--- config.mk ---
export PLATFORM = sky130hd
export DESIGN_NAME = ir_mod_tx
export DESIGN_NICKNAME = d
export VERILOG_FILES = /design/src/rtl/ir_mod_pkg.sv /design/src/rtl/ir_carrier_gen.sv /design/src/rtl/ir_mark_space.sv /design/src/rtl/ir_mod_tx.sv
export SDC_FILE = /design/constraint.sdc
export NUM_CORES = 1
export LEC_CHECK = 0
export BUFFER_PORTS_ARGS = -buffer_cell sky130_fd_sc_hd__buf_2
export CAP_MARGIN = 15
export CORE_MARGIN = 3
export CORE_UTILIZATION = 40
export CTS_BUF_LIST = sky130_fd_sc_hd__clkbuf_16
export CTS_CLUSTER_DIAMETER = 100
export DETAILED_ROUTE_END_ITERATION = 10
export PLACE_DENSITY = 0.66
export SLEW_MARGIN = 25
export SYNTH_ARGS = -nofsm -noshare
export SYNTH_HDL_FRONTEND = slang
export SYNTH_SLANG_ARGS = --single-unit
export TNS_END_PERCENT = 10
--- constraint.sdc ---
create_clock -name clk -period 4.1 [get_ports clk]
set_input_delay 0 -clock clk [delete_from_list [all_inputs] [get_ports clk]]
set_output_delay 0 -clock clk [all_outputs]
set_load 0.05 [all_outputs]
--- src/rtl/ir_mod_pkg.sv ---
// Shared constants for the infrared modulator: mode codes and modulator phase.
package ir_mod_pkg;
    localparam int MODE_W = 4;
    localparam logic [MODE_W-1:0] MODE_DIRECT = 4'h0;
    localparam logic [MODE_W-1:0] MODE_TIME   = 4'h1;
    localparam logic [MODE_W-1:0] MODE_FSK    = 4'h5;
    localparam logic [MODE_W-1:0] MODE_BASE   = 4'h9;

    typedef enum logic {PH_MARK = 1'b0, PH_SPACE = 1'b1} ms_phase_e;
endpackage

--- src/rtl/ir_carrier_gen.sv ---
// Carrier square-wave generator. Counts hi_cnt ticks high, then lo_cnt ticks
// low, repeating. Assumes counts are nonzero. Held at the start of the high
// phase while not running or on restart. cyc_end pulses on the tick that
// finishes a low phase.
module ir_carrier_gen #(
    parameter int CW = 8
) (
    input  logic          clk,
    input  logic          rst_n,
    input  logic          run,
    input  logic          restart,
    input  logic          tick,
    input  logic [CW-1:0] hi_cnt,
    input  logic [CW-1:0] lo_cnt,
    output logic          car_level,
    output logic          cyc_end
);
    localparam logic [CW-1:0] ONE = CW'(1);

    logic [CW-1:0] ctr;
    logic          lvl;
    logic          hi_last;
    logic          lo_last;

    // Terminal-count detection for both phases.
    always_comb begin
        hi_last = (ctr == hi_cnt - ONE);
        lo_last = (ctr == lo_cnt - ONE);
    end

    assign car_level = lvl;
    assign cyc_end   = run && !restart && tick && !lvl && lo_last;

    // Phase counter and carrier level.
    always_ff @(posedge clk) begin
        if (!rst_n || !run || restart) begin
            ctr <= '0;
            lvl <= 1'b1;
        end else if (tick) begin
            if (lvl ? hi_last : lo_last) begin
                ctr <= '0;
                lvl <= !lvl;
            end else begin
                ctr <= ctr + ONE;
            end
        end
    end
endmodule

--- src/rtl/ir_mark_space.sv ---
// Mark/space modulator. Holds software-written mark/space values and loads them
// at start or at each cycle end. Counts units of 2**PRE_BITS ticks, or carrier
// cycles in frequency-shift mode. Toggles the carrier set per cycle in that
// mode and applies extended-space suppression per cycle.
// Assumes enable drops for at least one clock between separate runs.
module ir_mark_space
    import ir_mod_pkg::*;
#(
    parameter int MW       = 16,
    parameter int PRE_BITS = 3
) (
    input  logic          clk,
    input  logic          rst_n,
    input  logic          enable,
    input  logic          fsk_mode,
    input  logic          tick,
    input  logic          car_end,
    input  logic          ms_wr,
    input  logic [MW-1:0] mark_in,
    input  logic [MW-1:0] space_in,
    input  logic          ext_space,
    output logic          start,
    output logic          reload,
    output logic          in_mark,
    output logic          alt_set
);
    localparam logic [PRE_BITS-1:0] PRE_MAX = '1;
    localparam logic [MW-1:0]       ONE     = MW'(1);

    logic [MW-1:0]       mark_sh, space_sh, mark_act, space_act, cnt;
    logic [PRE_BITS-1:0] pre;
    logic                active, supp, unit, mark_done, space_done;
    ms_phase_e           phase;

    // Unit strobe selection and end-of-phase detection.
    always_comb begin
        unit       = fsk_mode ? car_end : (tick && pre == PRE_MAX);
        mark_done  = (phase == PH_MARK)  && unit && (cnt == mark_act);
        space_done = (phase == PH_SPACE) && unit && (cnt == space_act - ONE);
    end

    assign start   = enable && !active;
    assign reload  = enable && active &&
                     ((mark_done && space_act == '0) || space_done);
    assign in_mark = active && (phase == PH_MARK) && !supp;

    // Holding registers written by software.
    always_ff @(posedge clk) begin
        if (!rst_n) begin
            mark_sh  <= '0;
            space_sh <= '0;
        end else if (ms_wr) begin
            mark_sh  <= mark_in;
            space_sh <= space_in;
        end
    end

    // Cycle sequencing: start, phase counting, reload.
    always_ff @(posedge clk) begin
        if (!rst_n) begin
            active <= 1'b0; phase <= PH_MARK; cnt <= '0; pre <= '0;
            mark_act <= '0; space_act <= '0; alt_set <= 1'b0; supp <= 1'b0;
        end else if (!enable) begin
            active <= 1'b0;
        end else if (start || reload) begin
            active    <= 1'b1;
            phase     <= PH_MARK;
            cnt       <= '0;
            mark_act  <= mark_sh;
            space_act <= space_sh;
            supp      <= ext_space;
            alt_set   <= start ? 1'b0 : (fsk_mode && !alt_set);
            if (start)     pre <= '0;
            else if (tick) pre <= pre + 1'b1;
        end else begin
            if (tick) pre <= pre + 1'b1;
            if (mark_done) begin
                phase <= PH_SPACE;
                cnt   <= '0;
            end else if (unit) begin
                cnt <= cnt + ONE;
            end
        end
    end
endmodule

--- src/rtl/ir_mod_tx.sv ---
// Infrared carrier modulator transmitter, top level. Decodes the mode, holds
// both carrier data sets, keeps the end-of-cycle flag and forms the output
// line. Prescaling is external: tick is the modulator clock enable.
module ir_mod_tx
    import ir_mod_pkg::*;
#(
    parameter int CW       = 8,
    parameter int MW       = 16,
    parameter int PRE_BITS = 3
) (
    input  logic              clk,
    input  logic              rst_n,
    input  logic              tick,
    input  logic [MODE_W-1:0] mode,
    input  logic              out_en,
    input  logic              pol_high,
    input  logic              sw_level,
    input  logic              ext_space,
    input  logic              irq_en,
    input  logic              car1_wr,
    input  logic              car2_wr,
    input  logic [CW-1:0]     car_hi,
    input  logic [CW-1:0]     car_lo,
    input  logic              ms_wr,
    input  logic [MW-1:0]     mark_in,
    input  logic [MW-1:0]     space_in,
    input  logic              eoc_clr,
    output logic              ir_out,
    output logic              eoc_flag,
    output logic              irq
);
    localparam logic [CW-1:0] CNT_RST = CW'(1);

    logic          is_time, is_fsk, is_base, mod_en;
    logic [CW-1:0] hi1, lo1, hi2, lo2, hi_sel, lo_sel;
    logic          start, reload, in_mark, alt_set, car_level, car_end;
    logic          raw_active;

    // Mode decode; unknown codes fall back to direct control.
    always_comb begin
        is_time = (mode == MODE_TIME);
        is_fsk  = (mode == MODE_FSK);
        is_base = (mode == MODE_BASE);
        mod_en  = is_time || is_fsk || is_base;
    end

    // Carrier data sets, written immediately.
    always_ff @(posedge clk) begin
        if (!rst_n) begin
            hi1 <= CNT_RST; lo1 <= CNT_RST; hi2 <= CNT_RST; lo2 <= CNT_RST;
        end else begin
            if (car1_wr) begin hi1 <= car_hi; lo1 <= car_lo; end
            if (car2_wr) begin hi2 <= car_hi; lo2 <= car_lo; end
        end
    end

    // Active carrier set selection.
    always_comb begin
        hi_sel = alt_set ? hi2 : hi1;
        lo_sel = alt_set ? lo2 : lo1;
    end

    ir_carrier_gen #(.CW(CW)) u_car (
        .clk(clk), .rst_n(rst_n), .run(mod_en && !is_base), .restart(start),
        .tick(tick), .hi_cnt(hi_sel), .lo_cnt(lo_sel),
        .car_level(car_level), .cyc_end(car_end)
    );

    ir_mark_space #(.MW(MW), .PRE_BITS(PRE_BITS)) u_ms (
        .clk(clk), .rst_n(rst_n), .enable(mod_en), .fsk_mode(is_fsk),
        .tick(tick), .car_end(car_end), .ms_wr(ms_wr), .mark_in(mark_in),
        .space_in(space_in), .ext_space(ext_space), .start(start),
        .reload(reload), .in_mark(in_mark), .alt_set(alt_set)
    );

    // End-of-cycle flag: set has priority over clear.
    always_ff @(posedge clk) begin
        if (!rst_n)               eoc_flag <= 1'b0;
        else if (start || reload) eoc_flag <= 1'b1;
        else if (eoc_clr)         eoc_flag <= 1'b0;
    end

    // Output line: enable, direct level or polarity-mapped modulation.
    always_comb begin
        raw_active = is_base ? in_mark : (in_mark && car_level);
        if (!out_en)      ir_out = 1'b0;
        else if (!mod_en) ir_out = sw_level;
        else              ir_out = raw_active ? pol_high : !pol_high;
    end

    assign irq = eoc_flag && irq_en;
endmodule

After elaboration in Yosys (flattened, before gate mapping) --
Cells that the tools add are included.
Storage, ports and cells: register bits 129, bits in latches 0, bits in writable memories 0, memory bits (read-only) 0, input port bits 64, output and inout port bits 3, logic and storage cells 95, memories 0
Operators by class: add/sub/neg operators 6, multipliers 0, divide/modulo/power cells 0, order comparisons 0, equal/unequal tests 8, shifts and indexed selects 0, mux-type cells 20, bitwise gates (word level) 1, reductions and logical operators 43
Operators by type and width (count):
- two-way mux 16 bit | 3
- equality test 16 bit | 2
- two-way mux 8 bit | 3
- logical AND 1 bit | 19
- adder 16 x 1 -> 16 bit (second input constant) | 1
- equality test 8 bit | 2
- zero test 16 bit | 1
- subtractor 16 x 1 -> 16 bit (second input constant) | 1
- subtractor 8 x 1 -> 8 bit (second input constant) | 2
- two-way mux 1 bit | 11
- AND reduction 2 bit | 5
- zero test 1 bit | 9
- two-way mux 3 bit | 3
- adder 8 x 1 -> 8 bit (second input constant) | 1
- logical OR 1 bit | 6
- equality test 4 x 1 -> 1 bit (second input constant) | 1
- equality test 4 x 3 -> 1 bit (second input constant) | 1
- equality test 4 bit (second input constant) | 1
- nonzero test 2 bit | 2
- adder 3 x 1 -> 3 bit (second input constant) | 1
- equality test 3 bit (second input constant) | 1
- nonzero test 3 bit | 1
- inverter 1 bit | 1

Logic depth before layout (Yosys ltp) --
word-level depth 18, depth in mapped cells 15, mapped depth without buffers 10

Cells and area by module --
A second synthesis with hierarchy kept.
Second synthesis, totals: cells, all modules 801, area, all modules 7498.4 sq um
By module, submodules not included:
- ir_mark_space | times used 1, cells an instance 533, area an instance 4839.6 sq um, seq. area each 1741.7 sq um
- ir_mod_tx | times used 1, cells an instance 135, area an instance 1599.0 sq um, seq. area each 660.6 sq um
- ir_carrier_gen | times used 1, cells an instance 133, area an instance 1059.8 sq um, seq. area each 180.2 sq um

Worst setup path before layout --
Ideal clock, no wire load.
path kind register -> register, start register u_ms.alt_set, end register u_ms.mark_act[10], arrival 2.961 ns, data required time 3.981 ns, path slack 1.020 ns, cell stages (with the launch flop) 16, path buffers 5, clock period less this slack 3.080 ns, path through dfxtp_1 buf_2 buf_2 buf_2 mux2i_1 ha_1 xor2_1 xnor2_1 nor4_1 nand4_1 o32ai_1 and3_1 a21oi_1 buf_4 buf_8 mux2i_1
Between the ends: cells in the longest elaborated chain, start to end 12
RTL lines:
- start: declaration | line ir_mark_space.sv:25 | output logic alt_set
- start signal: assignment | line ir_mark_space.sv:72 | alt_set <= start ? 1'b0 : (fsk_mode && !alt_set);
- two-way mux 8 bit (*) | line ir_mod_tx.sv:60 | lo_sel = alt_set ? lo2 : lo1;
- subtractor 8 x 1 -> 8 bit (*) | line ir_carrier_gen.sv:28 | lo_last = (ctr == lo_cnt - ONE);
- equality test 8 bit (*) | line ir_carrier_gen.sv:28
- logical AND 1 bit (*) | line ir_carrier_gen.sv:32 | assign cyc_end = run && !restart && tick && !lvl && lo_last;
- two-way mux 1 bit (*) | line ir_mark_space.sv:37 | unit = fsk_mode ? car_end : (tick && pre == PRE_MAX);
- logical AND 1 bit (2 in a row) | line ir_mark_space.sv:38 | mark_done = (phase == PH_MARK) && unit && (cnt == mark_act);
- logical AND 1 bit | line ir_mark_space.sv:44 | ((mark_done && space_act == '0) || space_done);
- logical OR 1 bit (*) | line ir_mark_space.sv:44
- logical AND 1 bit (*) | line ir_mark_space.sv:43 | assign reload = enable && active &&
- logical OR 1 bit (*) | line ir_mark_space.sv:65 | end else if (start || reload) begin
- AND reduction 2 bit (no line) (*)
- end signal: assignment | line ir_mark_space.sv:69 | mark_act <= mark_sh;
- end: declaration | line ir_mark_space.sv:30 | logic [MW-1:0] mark_sh, space_sh, mark_act, space_act, cnt;
Every way passes the cells marked *; elsewhere a longest branch is shown, timed or not. A chain may end at the register's enable or synchronous reset.

Final worst setup path --
start register u_ms.alt_set, end register u_ms.space_act[1]
Between the ends: cells in the longest elaborated chain, start to end 12
RTL lines:
- two-way mux 8 bit (*) | line ir_mod_tx.sv:60
- subtractor 8 x 1 -> 8 bit (*) | line ir_carrier_gen.sv:28
- equality test 8 bit (*) | line ir_carrier_gen.sv:28
- logical AND 1 bit (*) | line ir_carrier_gen.sv:32
- two-way mux 1 bit (*) | line ir_mark_space.sv:37
- logical AND 1 bit (2 in a row) | line ir_mark_space.sv:38
- logical AND 1 bit | line ir_mark_space.sv:44
- logical OR 1 bit (*) | line ir_mark_space.sv:44
- logical AND 1 bit (*) | line ir_mark_space.sv:43
- logical OR 1 bit (*) | line ir_mark_space.sv:65
- AND reduction 2 bit (no line) (*)
- end signal: assignment | line ir_mark_space.sv:70 | space_act <= space_sh;
- end: declaration | line ir_mark_space.sv:30
Marks and branches as above.

==> impl_metrics.csv <==
group,metric,value,unit
status,result_of_the_run,"finished clean",
yosys,ys_seq_area_frac,0.385,
critical_path,cp_cell_sequence,"buf_4 > or3b_2 > a222oi_1 > xnor2_1 > nand4_1 > o32ai_1 > and3_1 > a21oi_4 > buf_4 > mux2i_1",
floorplan,core_region_area,16200,um^2
cts,cts_tree,"built",
sta,hold_ws,0.0305,ns
final_layout,multi_input_comb_area,3870,um^2
floorplan,row_count,46,
sta,count_of_pins_over_their_slew_limit,0,
sta,final_hold_viol_count,0,
final_layout,antenna_cells,0,
final_layout,filler_cells,1467,
yosys,postSynthRegisterBits,129,
cts,clock-sinks,129,
yosys,synth_enable_flop_cells,0,
sta,max_slew_margin,0.372,
critical_path,slowest_delay,0.61,ns
final_layout,syn2layout_area_growth,23.0,%
cts,clockRootBuffer,"sky130_fd_sc_hd__clkbuf_16",
floorplan,die-width,136,um
grt,grtUsageTotal,0.178,
yosys,yosys_warnings,0,
cts,cts_post_setup_buffers_inserted,0,
sta,rsz0062_at_grt,"false",
route,antenna_violating_nets_post_route,0,
cts,insertion_delay,0.42,ns
critical_path,critical_path_required,4.45,ns
critical_path,critPathCaptureType,"register",
yosys,syn-num-nets,816,
grt,grt_pass1_wl,26600,um
final_layout,postLayoutCoreUtil,0.510,
run,cap_viol_max_count,0,
yosys,synthDistinctLibCells,62,
route,vias,5518,
yosys,syn_inst,745,
yosys,syn_avg_cell_area,9.01,um^2
cts,post_cts.resized_instances,0,
sta,layout_worst_path_cycle_share,0.848,
placed_design,placed_cells_incl_taps,987,
route,drt_first_iter_violations,272,
sta,setup-tns-final,0,ns
route,routed_wire_per_std_cell,14.8,um
critical_path,critPathMaxFanout,25,
placed_design,gp_congestion,0.890,
grt,grt_start_max_net_pins,74,
route,drc_errors,0,
floorplan,boundaryPins,67,
critical_path,criticalPathCategory,"register to register",
placed_design,place.detailed.hpwl,10700,um
critical_path,crit_path_start_kind,"register",
floorplan,die_area,18400,um^2
sta,finClkSkew,0.00955,ns
grt,vias_in_the_first_global_route,5425,
sta,fmaxAchievable,288,MHz
route,routed_wl,15800,um
final_layout,mostFrequentLayoutCell,"sky130_fd_sc_hd__dfxtp_1",
grt,grt_antenna_before_repair,0,
yosys,post_synth_instance_area,6710,um^2
critical_path,critPathMostFrequentCell,"sky130_fd_sc_hd__buf_4",
pwr,leakagePower,3.57,nW
placed_design,dpl_worst_slack,0.643,ns
sta,post-route-min-period,3.48,ns
grt,grt.overflow.total,0,
worst_hold_path,min-delay-path-class,"input port to register",
sta,finalSetupViolations,0,
pwr,power.ir.vdd_worst,0.310,mV
final_layout,most-common-layout-cells,"129 x sky130_fd_sc_hd__dfxtp_1, 114 x sky130_fd_sc_hd__mux2i_1, 88 x sky130_fd_sc_hd__nand2_1, 86 x sky130_fd_sc_hd__nor2_1, 66 x sky130_fd_sc_hd__buf_2",
floorplan,floorplan.die.height,136,um
placed_design,io_buffer_count,66,
final_layout,area_occupied_by_registers,2580,um^2
cts,tritoncts.num_buffers,17,
cts,cts-root-to-sink-buffers,2,
sta,tightestPinTransition,0.942,ns
floorplan,initial_core_util,0.415,
cts,htree_num_levels,4,
sta,layout_setup_ws,0.625,ns
route,detail_route.first_pass.iterations,5,
route,route.detailed.vias_per_inst,5.16,
final_layout,final_nets,912,
yosys,ys_dominant_reg_cell,"sky130_fd_sc_hd__dfxtp_1",
placed_design,postPlaceCellArea,7150,um^2
yosys,synth-async-reset-ratio,0,
final_layout,stdcell_count,1070,
final_layout,layout_cell_share_with_drive_strength_beyond_1,0.141,
pwr,p_total,3.22,mW
critical_path,critical-path-slowest-cell,"sky130_fd_sc_hd__dfxtp_1",
cts,post_cts_hold_buffer_count,51,
final_layout,stdcell_area,8260,um^2
pwr,power.density_cell_area,390,nW/um^2
critical_path,crit_arrival,3.82,ns
cts,cts.reportedPaths.clkPinSlew,0.06,ns
worst max-delay path, delay by kind of cell, from the launching register on:
family          cells  cell delay (ns)
mux                 1             0.24
flops               1             0.61
xor+xnor            1             0.12
buf+inv             2             0.76
compound gates      3             0.80
simple gates        3             0.87
power breakdown:
| part | internal (mW) | leakage (nW) | switching, mW |
|---|---|---|---|
| clock network | 0.949 | 0.282 | 0.572 |
| logic | 0.171 | 2.23 | 0.184 |
| registers | 1.30 | 1.05 | 0.0406 |
per-layer routing:
| layer | share of wire | vias up | global-route usage |
|---|---|---|---|
| met4 | 0.017 | 0 | 0.0705 |
| met1 | 0.50 | 2572 | 0.247 |
| met5 | 0 | - | 0 |
| met3 | 0.038 | 23 | 0.0331 |
| li1 | - | 2816 | - |
| met2 | 0.45 | 107 | 0.273 |
worst paths after layout:
| check | slack (ns) | cells after the start | start | to |
|---|---|---|---|---|
| worst max register to register | 0.62 | 10 | u_ms.alt_set$_SDFFE_PN0P_ | u_ms.space_act[1]$_SDFFE_PN0P_ |
| worst min-delay path | 0.03 | 3 | tick | u_ms.pre[2]$_SDFFE_PN0N_ |
| worst min register to register | 0.46 | 2 | u_ms.space_sh[12]$_SDFFE_PN0P_ | u_ms.space_act[12]$_SDFFE_PN0P_ |
| worst max-delay path | 0.62 | 10 | u_ms.alt_set$_SDFFE_PN0P_ | u_ms.space_act[1]$_SDFFE_PN0P_ |
registers in the layout, indices dropped and copies added, names as in the netlist, 16 cells and up:
name and cells:
u_ms.cnt 16, u_ms.mark_act 16, u_ms.mark_sh 16, u_ms.space_act 16, u_ms.space_sh 16
cells in the mapped netlist (all sizes together) (3+ instances only):
cell type,number,share of area
a31oi,4,0.0037
xor2,49,0.064
and4,4,0.0052
nand2b,3,0.0028
o32ai,3,0.0039
xnor2,36,0.047
nand4,13,0.012
and2,6,0.0056
a22oi,3,0.0034
clkbuf,33,0.018
nand2,88,0.049
or3,3,0.0028
inv,10,0.0056
ha,7,0.013
nor3b,4,0.0045
dfxtp,129,0.38
nand3,18,0.013
and3,12,0.011
o211ai,3,0.0034
a21o,3,0.0034
buf,15,0.016
nand3b,4,0.0045
nor2,86,0.048
a21oi,5,0.0037
a211oi,17,0.019
nor4,11,0.011
o21ai,15,0.012
or4,6,0.0078
nor3,14,0.010
mux2i,114,0.17
final cells by class:
| cell class | count | share of cell area |
|---|---|---|
| clock buffers | 17 | 0.0515 |
| clock inverters | 15 | 0.0205 |
| inverters | 10 | 0.00455 |
| multi-input cells | 558 | 0.469 |
| flip-flops and latches | 129 | 0.313 |
| well taps | 216 | 0.0327 |
| repair buffers | 125 | 0.109 |
logic make-up (layout without fill, tap and decap cells):
family / count (synthesis) / after routing / share of synthesized area
multiplexers: 116 / 116 / 0.173
AND/OR/NAND/NOR: 280 / 280 / 0.200
AO/OA/AOI/OAI: 70 / 70 / 0.0777
XOR/XNOR: 85 / 85 / 0.111
buffers and inverters: 58 / 167 / 0.0404
flip-flops: 129 / 129 / 0.385
adder cells (fa/ha/maj): 7 / 7 / 0.0130
(Power assumes the default switching activity.)
